--- src/rtl/beep_pkg.sv ---
package beep_pkg;
  typedef enum logic [1:0] {
    RATE_FULL = 2'd0,
    RATE_HALF = 2'd1,
    RATE_SLOW = 2'd2,
    RATE_RSVD = 2'd3
  } rate_e;
endpackage

--- src/rtl/beep_regs.sv ---
module beep_regs #(
  parameter int DATA_W   = 32,
  parameter int ADDR_W   = 2,
  parameter int FIELD_LO = 10,
  parameter int FIELD_W  = 9
) (
  input  logic               clk,
  input  logic               rst_n,
  input  logic               wr_en,
  input  logic [ADDR_W-1:0]  addr,
  input  logic [DATA_W-1:0]  wdata,
  output logic [DATA_W-1:0]  rdata,
  output logic               beep_en,
  output logic [FIELD_W-1:0] sel_field
);
  localparam int FIELD_HI = FIELD_LO + FIELD_W - 1;
  localparam logic [ADDR_W-1:0] A_EN  = ADDR_W'(0);
  localparam logic [ADDR_W-1:0] A_SEL = ADDR_W'(1);

  always_ff @(posedge clk) begin
    if (!rst_n) begin
      beep_en   <= 1'b0;
      sel_field <= '0;
    end else if (wr_en) begin
      if (addr == A_EN)  beep_en   <= wdata[0];
      if (addr == A_SEL) sel_field <= wdata[FIELD_HI:FIELD_LO];
    end
  end

  always_comb begin
    rdata = '0;
    if (addr == A_EN)  rdata[0] = beep_en;
    if (addr == A_SEL) rdata[FIELD_HI:FIELD_LO] = sel_field;
  end
endmodule

--- src/rtl/beep_divider.sv ---
module beep_divider #(
  parameter int CNT_W = 19
) (
  input  logic             clk,
  input  logic             rst_n,
  output logic [CNT_W-1:0] cnt
);
  logic phase;

  // Counter steps on every second system clock.
  always_ff @(posedge clk) begin
    if (!rst_n) begin
      phase <= 1'b0;
      cnt   <= '0;
    end else begin
      phase <= ~phase;
      if (phase) cnt <= cnt + CNT_W'(1);
    end
  end
endmodule

--- src/rtl/beep_bitpick.sv ---
module beep_bitpick
  import beep_pkg::*;
#(
  parameter int FIELD_W    = 9,
  parameter int FIELD_LO   = 10,
  parameter int IDX_W      = 5,
  parameter int SHIFT_HALF = 1,
  parameter int SHIFT_SLOW = 5
) (
  input  logic [FIELD_W-1:0] field,
  input  rate_e              rate,
  output logic               hit,
  output logic [IDX_W-1:0]   idx
);
  logic [FIELD_W-1:0] first_oh;
  logic [IDX_W-1:0]   low;
  logic [IDX_W-1:0]   base;
  logic [IDX_W-1:0]   shamt;

  // Isolate the lowest set field bit.
  genvar g;
  generate
    for (g = 0; g < FIELD_W; g++) begin : g_first
      if (g == 0) begin : g_lsb
        assign first_oh[g] = field[g];
      end else begin : g_up
        assign first_oh[g] = field[g] & ~(|field[g-1:0]);
      end
    end
  endgenerate

  assign hit = |field;

  always_comb begin
    low = '0;
    for (int i = 0; i < FIELD_W; i++) begin
      if (first_oh[i]) low = low | IDX_W'(i);
    end
    case (rate)
      RATE_HALF: shamt = IDX_W'(SHIFT_HALF);
      RATE_SLOW: shamt = IDX_W'(SHIFT_SLOW);
      default:   shamt = '0;
    endcase
    base = IDX_W'(FIELD_LO) + low;
    idx  = (base > shamt) ? (base - shamt) : '0;
  end
endmodule

--- src/rtl/beep_tone_gen.sv ---
module beep_tone_gen
  import beep_pkg::*;
#(
  parameter int DATA_W     = 32,
  parameter int ADDR_W     = 2,
  parameter int FIELD_LO   = 10,
  parameter int FIELD_W    = 9,
  parameter int SHIFT_HALF = 1,
  parameter int SHIFT_SLOW = 5,
  parameter int CNT_W      = FIELD_LO + FIELD_W
) (
  input  logic              clk,
  input  logic              rst_n,
  input  logic              reg_wr_en,
  input  logic [ADDR_W-1:0] reg_addr,
  input  logic [DATA_W-1:0] reg_wr_data,
  output logic [DATA_W-1:0] reg_rd_data,
  input  logic [1:0]        rate_sel,
  output logic              tone_out
);
  localparam int IDX_W = $clog2(CNT_W);

  logic               en_w;
  logic [FIELD_W-1:0] field_w;
  logic [CNT_W-1:0]   cnt_w;
  logic               hit_w;
  logic [IDX_W-1:0]   idx_w;
  logic               tone_q;

  beep_regs #(
    .DATA_W(DATA_W), .ADDR_W(ADDR_W), .FIELD_LO(FIELD_LO), .FIELD_W(FIELD_W)
  ) u_regs (
    .clk(clk), .rst_n(rst_n), .wr_en(reg_wr_en), .addr(reg_addr),
    .wdata(reg_wr_data), .rdata(reg_rd_data), .beep_en(en_w), .sel_field(field_w)
  );

  beep_divider #(.CNT_W(CNT_W)) u_div (
    .clk(clk), .rst_n(rst_n), .cnt(cnt_w)
  );

  beep_bitpick #(
    .FIELD_W(FIELD_W), .FIELD_LO(FIELD_LO), .IDX_W(IDX_W),
    .SHIFT_HALF(SHIFT_HALF), .SHIFT_SLOW(SHIFT_SLOW)
  ) u_pick (
    .field(field_w), .rate(rate_e'(rate_sel)), .hit(hit_w), .idx(idx_w)
  );

  always_ff @(posedge clk) begin
    if (!rst_n) tone_q <= 1'b0;
    else        tone_q <= en_w & hit_w & cnt_w[idx_w];
  end

  assign tone_out = tone_q;
endmodule

--- config.mk ---
export PLATFORM = sky130hd
export DESIGN_NAME = beep_tone_gen
export DESIGN_NICKNAME = d
export VERILOG_FILES = /design/src/rtl/beep_pkg.sv /design/src/rtl/beep_regs.sv /design/src/rtl/beep_divider.sv /design/src/rtl/beep_bitpick.sv /design/src/rtl/beep_tone_gen.sv
export SDC_FILE = /design/constraint.sdc
export NUM_CORES = 1
export LEC_CHECK = 0
export BUFFER_PORTS_ARGS = -buffer_cell sky130_fd_sc_hd__buf_4
export CAP_MARGIN = 30
export CORE_ASPECT_RATIO = 1.25
export CORE_MARGIN = 8
export CORE_UTILIZATION = 50
export DETAILED_ROUTE_END_ITERATION = 8
export MAX_ROUTING_LAYER = met4
export PLACE_DENSITY = 0.79
export SLEW_MARGIN = 20
export SYNTH_ARGS = -nofsm -noshare
export SYNTH_HDL_FRONTEND = slang
export SYNTH_HIERARCHICAL = 1
export SYNTH_SLANG_ARGS = --single-unit
--- constraint.sdc ---
create_clock -name clk -period 3.68 [get_ports clk]
set_input_delay 1.104 -clock clk [delete_from_list [all_inputs] [get_ports clk]]
set_output_delay 1.104 -clock clk [all_outputs]
set_load 0.02 [all_outputs]
==> results of run 1 <==
path summary, 6_finish.rpt:
path	from	endpoint	depth (start not counted)
worst max register to register	u_regs/sel_field[7]	tone_out	13
worst min register to register	u_regs/beep_en	u_regs/beep_en	2
worst min-delay path	u_regs/beep_en	u_regs/beep_en	2
worst max-delay path	rate_sel[0]	tone_out	13
layout by cell type, fill, tap and decap left out, types with 2 or more instances in the layout:
cell / netlist / layout
inv_1: 6 / 6
buf_4: 22 / 29
nand2_1: 28 / 28
o21ai_0: 5 / 5
and2_2: 2 / 2
ha_1: 6 / 6
dfxtp_1: 31 / 31
and2_1: 9 / 9
clkbuf_8: 0 / 6
nand2b_1: 2 / 2
a21oi_1: 9 / 9
nand3_1: 9 / 9
xnor2_1: 4 / 4
nand4b_1: 2 / 2
nor2_4: 3 / 3
conb_1: 1 / 22
nor2_1: 26 / 26
and3_1: 2 / 2
mux2i_1: 14 / 14
nand4_1: 8 / 8
or3_1: 3 / 3
xor2_1: 11 / 11
nor3b_1: 2 / 2
mux4_1: 4 / 4
and4_1: 2 / 2
routing by layer:
metal / wire length [um] / share of wire
met1: 1700 / 0.40
met2: 2320 / 0.54
met3: 200 / 0.047
met4: 72 / 0.017
met5: 0 / 0
per-stage QoR:
step	hold slack (ps)	power, W	setup WS, ps
2_1_floorplan	444	0.000505	261
3_3_place_gp	482	0.000518	68.2
3_5_place_dp	486	0.000522	35.0
4_1_cts	494	0.000787	324
5_1_grt	512	0.000822	132
6_report	487	0.000779	317
flip-flops by register name, summed over array words and instances (netlist names):
| signal | count |
|---|---|
| tone_out | 1 |
| u_div/phase | 1 |
| u_regs/sel_field | 9 |
| u_div/cnt | 19 |
| u_regs/beep_en | 1 |
layout make-up:
class | count | area [um2] | share of cell area
multi-input cells | 197 | 1320 | 0.564
flip-flops and latches | 31 | 621 | 0.265
repair buffers | 29 | 218 | 0.0929
clock buffers | 6 | 82.6 | 0.0352
well taps | 56 | 70.1 | 0.0299
inverters | 7 | 26.3 | 0.0112
clock inverters | 1 | 5.00 | 0.00214
cell families (layout without fill, tap and decap cells):
kind of cell | Yosys count | count (layout) | synth area share
AOI/OAI and AO/OA | 24 | 24 | 0.0824
xor gates and xnor gates | 15 | 15 | 0.0618
adders and majority gates | 6 | 6 | 0.0353
buffers and inverters | 39 | 43 | 0.124
DFF | 31 | 31 | 0.292
muxes | 19 | 19 | 0.121
other | 1 | 22 | 0.00176
and+or+nand+nor | 111 | 111 | 0.283
report_power, final:
group / internal [W] / switching (W) / total [W]
Clock: 0.000146 / 0.000118 / 0.000264
Sequential: 0.000342 / 0.00000943 / 0.000352
Combinational: 0.0000684 / 0.0000953 / 0.000164
Total: 0.000557 / 0.000222 / 0.000779
synth_stat cells (2+ instances only):
master    number
a21oi_1        9
and2_1         9
and2_2         2
and3_1         2
and4_1         2
buf_2          3
buf_4         22
buf_6          4
clkbuf_1       3
dfxtp_1       31
ha_1           6
inv_1          6
mux2i_1       14
mux4_1         4
nand2_1       28
nand2b_1       2
nand3_1        9
nand4_1        8
nand4b_1       2
nor2_1        26
nor2_4         3
nor3b_1        2
o21ai_0        5
or3_1          3
xnor2_1        4
xor2_1        11
critical path, delay by kind of cell:
kind | cells | cell delay [ps]
muxes | 2 | 870
adders and majority gates | 2 | 520
AOI/OAI and AO/OA | 3 | 400
and+or+nand+nor | 3 | 450
buffers and inverters | 3 | 200
==> summary.md, run 1 <==
| Metric | Value |
|---|---|
| Status | `finished, final reports clean` |
| Placed cell areas | `2260 um2` |
| Final nets | `316` |
| Largest net degree at the start of global routing | `25` |
| Antenna-violating nets left | `0` |
| Cts hold-fix bufs | `0` |
| H-tree depth | `2` |
| First-pass GRT wire length | `6.92 mm` |
| Max Freq | `0.297 GHz` |
| Reg clk slew, reported paths | `60 ps` |
| Number of global-route vias before repair | `1549` |
| DR iter-0 viols | `71` |
| Global Route Usage Sum | `0.140` |
| Worst min path class | `flip-flop to flip-flop` |
| Syn Area/Cell | `8.64 um2` |
| Unique masters post-synth | `52` |
| Core area | `4100 um2` |
| Final setup violating endpoints | `0` |
| CP arrival | `3530 ps` |
| Number of flops mapped to enable cells by yosys | `0` |
| Worst slew pin tran | `605 ps` |
| CTS resizes | `0` |
| Area growth, synth to finish | `10.2%` |
| Register-to-register setup slack | `360 ps` |
| RePlAce Congestion | `0.862` |
| Core Util, Final | `0.572` |
| Chip width | `74.3 um` |
| Fin cells | `327` |
| GRT met2 Usage | `0.249` |
| Sequential element share of the synthesized area | `0.292` |
| Slowest CP cell | `mux4_1` |
| Yosys reg bits | `31` |
| Met3 GRT Util | `0.0438` |
| Slew Viols, Final | `0` |
| Pleak | `1.00 nW` |
| Drt wl/cell | `13.1 um` |
| Crit Path Class | `input port to flip-flop` |
| Cells after synthesis | `246` |
| Maximum VDD drop | `0.203 mV` |
| Final Hold Fails | `0` |
| IO Port Bufs | `27` |
| Worst EP required | `3850 ps` |
| Remaining DRCs | `0` |
| Initial Util | `0.519` |
| CTS Buf Count | `5` |
| Ys Warns | `6` |
| Largest area contributor in the netlist | `dfxtp_1` |
| Via/cell ratio | `5.24` |
| Initial antenna violation count | `0` |
| # diodes | `0` |
| Primary FF master, synth | `dfxtp_1` |
| Most Used Layer, Global Route | `met2` |
| Drt pass-1 iters | `4` |
| Post-route setup TNS | `0 ps` |
| Type of destination of the critical path | `flip-flop` |
| Via Count | `1714` |
| Crit Path Max Fanout | `4` |
| Post-DP HPWL | `3.31 mm` |
| Slew margin rel. | `0.593` |
| RSZ-0062 raised after global routing | `false` |
| Power density cells | `333 nW/um2` |
| CP peak stage delay | `590 ps` |
| Ys async rst share | `0` |
| Critical Path, Cell by Cell | `buf_4 > inv_1 > ha_1 > inv_1 > ha_1 > nand4b_1 > o221ai_2 > a21oi_1 > nor2_1 > mux4_1 > mux2_2 > a32oi_1 > nand2_1` |
| Post CTS Setup Buffer Count | `0` |
| Row cnt | `26` |
| Die H | `88.9 um` |
| Post-Place Cells | `320` |
| Fillers | `392` |
| Skew final | `7.39 ps` |
| Synth area leaders | `dfxtp_1 29%, buf_4 7.8%, mux2i_1 6.6%, mux4_1 4.9%, nand2_1 4.9%` |
| Sink Count | `31` |
| Final min period | `3360 ps` |
| Met1 Usage GRT | `0.135` |
| Max cap viols | `0` |
| Share of the synthesized area in the top cell type | `0.292` |
| Die area | `6610 um2` |
| Grt ovf | `0` |
| CTS max path bufs | `2` |
| Final wirelength | `4.29 mm` |
| Critical Path Start Type | `input port` |
| Share of cells above drive strength 1 | `0.192` |
| IO Pins | `72` |
| Mapped Area | `2130 um2` |
| Finished Cell Area | `2340 um2` |
| CTS tree | `done` |
| Final period util | `0.914` |
| Clk root buf | `clkbuf_8` |
| Clock insertion delay at the later pin of the skew report | `280 ps` |
Power figures use the tool's default switching activity.
==> run 2, diff against run 1 <==
Settings changed: CORE_MARGIN 8 to 2, PLACE_DENSITY 0.79 to 0.88.
==> run 2 against run 1 <==
Net effect: via count shrank 1.6%; worst setup slack got worse by 16 ps; count of clock-buffer cells in the layout increased by 1; first-iteration DRC count up 2.8%; hold slack better by 2.6 ps; clock skew is 2.0 ps lower; critical path type unchanged; cell count rose by 0.31%; critical path depth unchanged; wire length fell by 7.8%; global-route usage grew 4.8 points; register-to-register slack worse by 50 ps; highest routed layer unchanged.
==> summary.md, run 2 (same netlist as run 1, synthesis figures left out) <==
| Metric | Value |
|---|---|
| First-pass GRT wire length | `7.13 mm (was 6.92 mm)` |
| DR iter-0 viols | `73 (was 71)` |
| Largest net degree at the start of global routing | `25 (unchanged)` |
| Reg clk slew, reported paths | `60 ps (about the same)` |
| Area growth, synth to finish | `9.95% (was 10.2%)` |
| Power Total | `0.000770 W (was 0.000779 W)` |
| Worst EP required | `3850 ps (about the same)` |
| Via Count | `1687 (was 1714)` |
| Global Route Usage Sum | `0.187 (was 0.140)` |
| Remaining DRCs | `0 (unchanged)` |
| Row cnt | `26 (unchanged)` |
| Max reg flops | `19 (unchanged)` |
| Share of cells above drive strength 1 | `0.188 (was 0.192)` |
| Final min period | `3380 ps (was 3360 ps)` |
| Slew Viols, Final | `0 (unchanged)` |
| Biggest register | `u_div/cnt (unchanged)` |
| Max cap viols | `0 (unchanged)` |
| Net switching power figure | `0.000226 W (was 0.000222 W)` |
| Sink Count | `31 (unchanged)` |
| Final nets | `316 (unchanged)` |
| Cts hold-fix bufs | `0 (unchanged)` |
| RePlAce Congestion | `0.874 (was 0.862)` |
| Antenna-violating nets left | `0 (unchanged)` |
| Critical Path Start Type | `input port (unchanged)` |
| Post CTS Setup Buffer Count | `0 (unchanged)` |
| Switching share of total power | `0.294 (was 0.285)` |
| Status | `finished, final reports clean (unchanged)` |
| Final setup violating endpoints | `0 (unchanged)` |
| Clk root buf | `clkbuf_8 (unchanged)` |
| Via/cell ratio | `5.14 (was 5.24)` |
| Max Freq | `0.296 GHz (was 0.297 GHz)` |
| Type of destination of the critical path | `flip-flop (unchanged)` |
| Drt pass-1 iters | `4 (unchanged)` |
| Clk pwr share | `0.330 (was 0.339)` |
| CTS max path bufs | `2 (unchanged)` |
| Crit Path Class | `input port to flip-flop (unchanged)` |
| Number of global-route vias before repair | `1686 (was 1549)` |
| Final period util | `0.918 (was 0.914)` |
| Placed cell areas | `2260 um2 (unchanged)` |
| Pleak | `0.998 nW (was 1.00 nW)` |
| Finished Cell Area | `2340 um2 (about the same)` |
| CP arrival | `3550 ps (was 3530 ps)` |
| Final Hold Fails | `0 (unchanged)` |
| RSZ-0062 raised after global routing | `false (unchanged)` |
| Slew margin rel. | `0.576 (was 0.593)` |
| Die area | `4790 um2 (was 6610 um2)` |
| Crit Path Max Fanout | `4 (unchanged)` |
| Grt ovf | `0 (unchanged)` |
| CTS resizes | `0 (unchanged)` |
| Die H | `76.9 um (was 88.9 um)` |
| Drt wl/cell | `12.1 um (was 13.1 um)` |
| Final wirelength | `3.96 mm (was 4.29 mm)` |
| Initial antenna violation count | `0 (unchanged)` |
| Worst slew pin tran | `630 ps (was 605 ps)` |
| Logic gate share of total power | `0.213 (was 0.210)` |
| Most common cell after layout, fill and taps aside | `dfxtp_1 (unchanged)` |
| # diodes | `0 (unchanged)` |
| Initial Util | `0.519 (unchanged)` |
| Skew final | `5.39 ps (was 7.39 ps)` |
| Largest registers | `u_div/cnt (19), u_regs/sel_field (9) (unchanged)` |
| Post-DP HPWL | `2.87 mm (was 3.31 mm)` |
| IO Port Bufs | `27 (unchanged)` |
| CTS Buf Count | `5 (unchanged)` |
| H-tree depth | `2 (unchanged)` |
| Post-route setup TNS | `0 ps (unchanged)` |
| Chip width | `62.3 um (was 74.3 um)` |
| IO Pins | `72 (unchanged)` |
| Seq pwr share | `0.457 (was 0.451)` |
| Most frequent cells in the layout | `31 x dfxtp_1, 29 x buf_4, 28 x nand2_1 (unchanged)` |
| Worst min path class | `flip-flop to flip-flop (unchanged)` |
| Core Util, Final | `0.570 (was 0.572)` |
| Int Power | `0.000544 W (was 0.000557 W)` |
| Clock insertion delay at the later pin of the skew report | `290 ps (was 280 ps)` |
| Maximum VDD drop | `0.211 mV (was 0.203 mV)` |
| Power density cells | `329 nW/um2 (was 333 nW/um2)` |
| Fillers | `379 (was 392)` |
| CTS tree | `done (unchanged)` |
| Core area | `4100 um2 (unchanged)` |
==> run 2: cell count changes in the layout (fill, tap and decap cells not counted), sizes merged <==
| cell | change |
|---|---|
| clkbuf | +1 |
==> run 2: routing by layer <==
layer  share of wire  global-route usage  vias up
met2            0.52               0.338       33
li1                -                   -      861
met1            0.42               0.190      785
met3           0.040              0.0440        8
met4           0.020              0.0889        0
met5               0                   -        -
==> run 2: critical path, cell delays in order <==
cell and delay [ps]:
buf_4 110, inv_1 40, ha_1 180, inv_1 50, ha_1 350, nand4b_1 120
o221ai_2 90, a21oi_1 100, nor2_1 240, mux4_1 590, mux2_2 270, a32oi_1 200
nand2_1 90
==> run 2: cell type report <==
cell class                      count  area, um2  area share
Clock buffer                        7       76.3      0.0327
Clock inverter                      1       5.00     0.00214
Inverter                            7       26.3      0.0112
Multi-Input combinational cell    197       1320       0.565
Sequential cell                    31        621       0.266
Tap cell                           56       70.1      0.0300
Timing Repair Buffer               29        218      0.0931
==> run 2: path summary, 6_finish.rpt <==
check	slack, ps	endpoint	from	cells past startpoint
worst max-delay path	300	tone_out	rate_sel[0]	13
worst min-delay path	490	u_regs/beep_en	u_regs/beep_en	2
worst max register to register	310	tone_out	u_regs/sel_field[7]	13
worst min register to register	490	u_regs/beep_en	u_regs/beep_en	2
==> run 2: power by group through the flow <==
stage	Combinational [W]	Clock, W	Sequential [W]
6_report	0.000164	0.000254	0.000352
3_3_place_gp	0.000158	0	0.000359
4_1_cts	0.000164	0.000263	0.000352
5_1_grt	0.000183	0.000278	0.000353
3_5_place_dp	0.000163	0	0.000359
2_1_floorplan	0.000149	0	0.000356
==> run 2: through the flow <==
stage | cells | hold WS [ps] | setup WS [ps]
2_1_floorplan | 267 | 444 | 261
4_1_cts | 328 | 499 | 286
3_3_place_gp | 320 | 476 | 70.3
6_report | 328 | 490 | 301
3_5_place_dp | 320 | 491 | 12.3
5_1_grt | 328 | 524 | 144
==> run 3, diff against run 2 <==
Settings changed: CORE_MARGIN 2 to not set.
==> run 3 against run 2 <==
Net effect: wire length is 0.20% lower; sequential power hardly changed; final area up 0.16%; via count is 0.36% lower; global-route usage is 1.7 points higher; highest routed layer unchanged; clock skew rose by 4.7 ps; flip-flop and latch count stayed put; first-iteration DRC count fell by 2.7%.
==> summary.md, run 3 (same netlist as run 1, synthesis figures left out) <==
| Metric | Value |
|---|---|
| Status | `finished, final reports clean (unchanged)` |
| Grt ovf | `0 (unchanged)` |
| Number of global-route vias before repair | `1544 (was 1686)` |
| Largest net degree at the start of global routing | `25 (unchanged)` |
| Drt wl/cell | `12.0 um (was 12.1 um)` |
| Critical Path, Cell by Cell | `buf_4 > inv_1 > ha_1 > inv_1 > ha_1 > nand4b_1 > o221ai_2 > a21oi_1 > nor2_1 > mux4_1 > mux2_2 > a32oi_1 > nand2_1 (unchanged)` |
| Clk root buf | `clkbuf_8 (unchanged)` |
| Final min period | `3380 ps (about the same)` |
| Final nets | `316 (unchanged)` |
| Fillers | `361 (was 379)` |
| Maximum VDD drop | `0.252 mV (was 0.211 mV)` |
| Worst slew pin tran | `563 ps (was 630 ps)` |
| IO Port Bufs | `27 (unchanged)` |
| Power density cells | `331 nW/um2 (was 329 nW/um2)` |
| Pleak | `0.997 nW (was 0.998 nW)` |
| Hold-critical path depth | `2 (unchanged)` |
| Biggest register | `u_div/cnt (unchanged)` |
| Final setup violating endpoints | `0 (unchanged)` |
| Cts hold-fix bufs | `0 (unchanged)` |
| Critical Path Start Type | `input port (unchanged)` |
| Die H | `74.9 um (was 76.9 um)` |
| R2r startpoint | `u_regs/sel_field[7] (unchanged)` |
| CP peak stage delay | `590 ps (about the same)` |
| IO Pins | `72 (unchanged)` |
| Global Route Usage Sum | `0.204 (was 0.187)` |
| Core Util, Final | `0.576 (was 0.570)` |
| Post-Place Cells | `320 (unchanged)` |
| Max Freq | `0.296 GHz (about the same)` |
| Final Hold Fails | `0 (unchanged)` |
| Worst min path class | `flip-flop to flip-flop (unchanged)` |
| Core area | `4070 um2 (was 4100 um2)` |
| Crit Path Max Fanout | `4 (unchanged)` |
| Via/cell ratio | `5.13 (was 5.14)` |
| Antenna-violating nets left | `0 (unchanged)` |
| Hold path startpoint | `u_regs/beep_en (unchanged)` |
| Worst hold endpoint | `u_regs/beep_en (unchanged)` |
| Clock insertion delay at the later pin of the skew report | `290 ps (about the same)` |
| Remaining DRCs | `0 (unchanged)` |
| CP arrival | `3550 ps (about the same)` |
| Share of cells above drive strength 1 | `0.191 (was 0.188)` |
| Fin cells | `328 (unchanged)` |
| Crit Path Class | `input port to flip-flop (unchanged)` |
| Most common cell after layout, fill and taps aside | `dfxtp_1 (unchanged)` |
| Max reg flops | `19 (unchanged)` |
| Row cnt | `26 (unchanged)` |
| Post CTS Setup Buffer Count | `0 (unchanged)` |
| CTS max path bufs | `2 (unchanged)` |
| Drt pass-1 iters | `4 (unchanged)` |
| RePlAce Congestion | `0.867 (was 0.874)` |
| H-tree depth | `2 (unchanged)` |
| Final period util | `0.918 (about the same)` |
| Type of destination of the critical path | `flip-flop (unchanged)` |
| Chip width | `60.3 um (was 62.3 um)` |
| Largest registers | `u_div/cnt (19), u_regs/sel_field (9) (unchanged)` |
| Initial Util | `0.523 (was 0.519)` |
| DR iter-0 viols | `71 (was 73)` |
| CTS Buf Count | `5 (unchanged)` |
| Critical path launch point | `rate_sel[0] (unchanged)` |
| First-pass GRT wire length | `6.56 mm (was 7.13 mm)` |
| Max cap viols | `0 (unchanged)` |
| RSZ-0062 raised after global routing | `false (unchanged)` |
| Skew final | `10.1 ps (was 5.39 ps)` |
| Slew margin rel. | `0.621 (was 0.576)` |
| Die area | `4520 um2 (was 4790 um2)` |
| Initial antenna violation count | `0 (unchanged)` |
| Post-DP HPWL | `2.92 mm (was 2.87 mm)` |
| Most frequent cells in the layout | `31 x dfxtp_1, 29 x buf_4, 28 x nand2_1 (unchanged)` |
| R2R Path End | `tone_out (unchanged)` |
| # diodes | `0 (unchanged)` |
| Final wirelength | `3.95 mm (was 3.96 mm)` |
| Area of the multi-input gates | `1320 um2 (unchanged)` |
| Sink Count | `31 (unchanged)` |
| CTS resizes | `0 (unchanged)` |
| CTS tree | `done (unchanged)` |
| Slew Viols, Final | `0 (unchanged)` |
| Slowest CP cell | `mux4_1 (unchanged)` |
| Area growth, synth to finish | `10.1% (was 9.95%)` |
| Storage element area | `621 um2 (unchanged)` |
| Register-to-register setup slack | `340 ps (was 310 ps)` |
| Worst EP required | `3850 ps (about the same)` |
| Reg2Reg Depth | `13 (unchanged)` |
| Reg clk slew, reported paths | `60 ps (about the same)` |
| Via Count | `1681 (was 1687)` |
[run 3: cell count changes in the layout (fill, tap and decap cells not counted)]
cell / previous run / this run
clkbuf_1: 2 / 1
clkinvlp_4: 0 / 1
[run 3: area by class of cell]
cell class	instances	area share
multi-input cells	197	0.564
clock inverters	2	0.00534
well taps	56	0.0299
inverters	7	0.0112
flip-flops and latches	31	0.265
clock buffers	6	0.0310
repair buffers	29	0.0930
[run 3: worst max-delay path, delay by kind of cell]
| kind | cells | cell delay (ps) |
|---|---|---|
| adder cells (fa/ha/maj) | 2 | 530 |
| AND/OR/NAND/NOR | 3 | 460 |
| multiplexers | 2 | 860 |
| AO/OA/AOI/OAI | 3 | 390 |
| buffers and inverters | 3 | 200 |
[run 3: metrics by stage]
step / setup TNS (ps) / instance area, um2 / setup WS, ps / total power, W / hold slack (ps)
final: 0 / 2340 / 304 / 0.000775 / 487
after global placement: 0 / 2260 / 67.2 / 0.000517 / 476
after floorplan: 0 / 2200 / 261 / 0.000505 / 444
after global routing: 0 / 2340 / 94.2 / 0.000820 / 500
after detailed placement: -2.49 / 2260 / -2.49 / 0.000522 / 483
after CTS: 0 / 2340 / 293 / 0.000783 / 492
[run 3: power breakdown]
part | leakage, nW | switching, W | internal, W | total (W)
combinational | 0.705 | 0.0000947 | 0.0000686 | 0.000163
clock | 0.0412 | 0.000129 | 0.000132 | 0.000260
sequential | 0.251 | 0.00000954 | 0.000342 | 0.000352
[run 3: layer usage]
metal  up-vias  share of wire  track usage
li1        862              -            -
met1       781           0.41        0.190
met2        31           0.54        0.385
met3         7          0.031       0.0515
met4         0          0.019       0.0853
met5         -              0            -
[run 3: worst max path at each step]
stage,depth (start not counted),slack [ps],end
final,13,300,tone_out
after global routing,13,90,tone_out
after CTS,13,290,tone_out
after detailed placement,13,-2,tone_out
after global placement,13,70,tone_out
after floorplan,13,260,tone_out
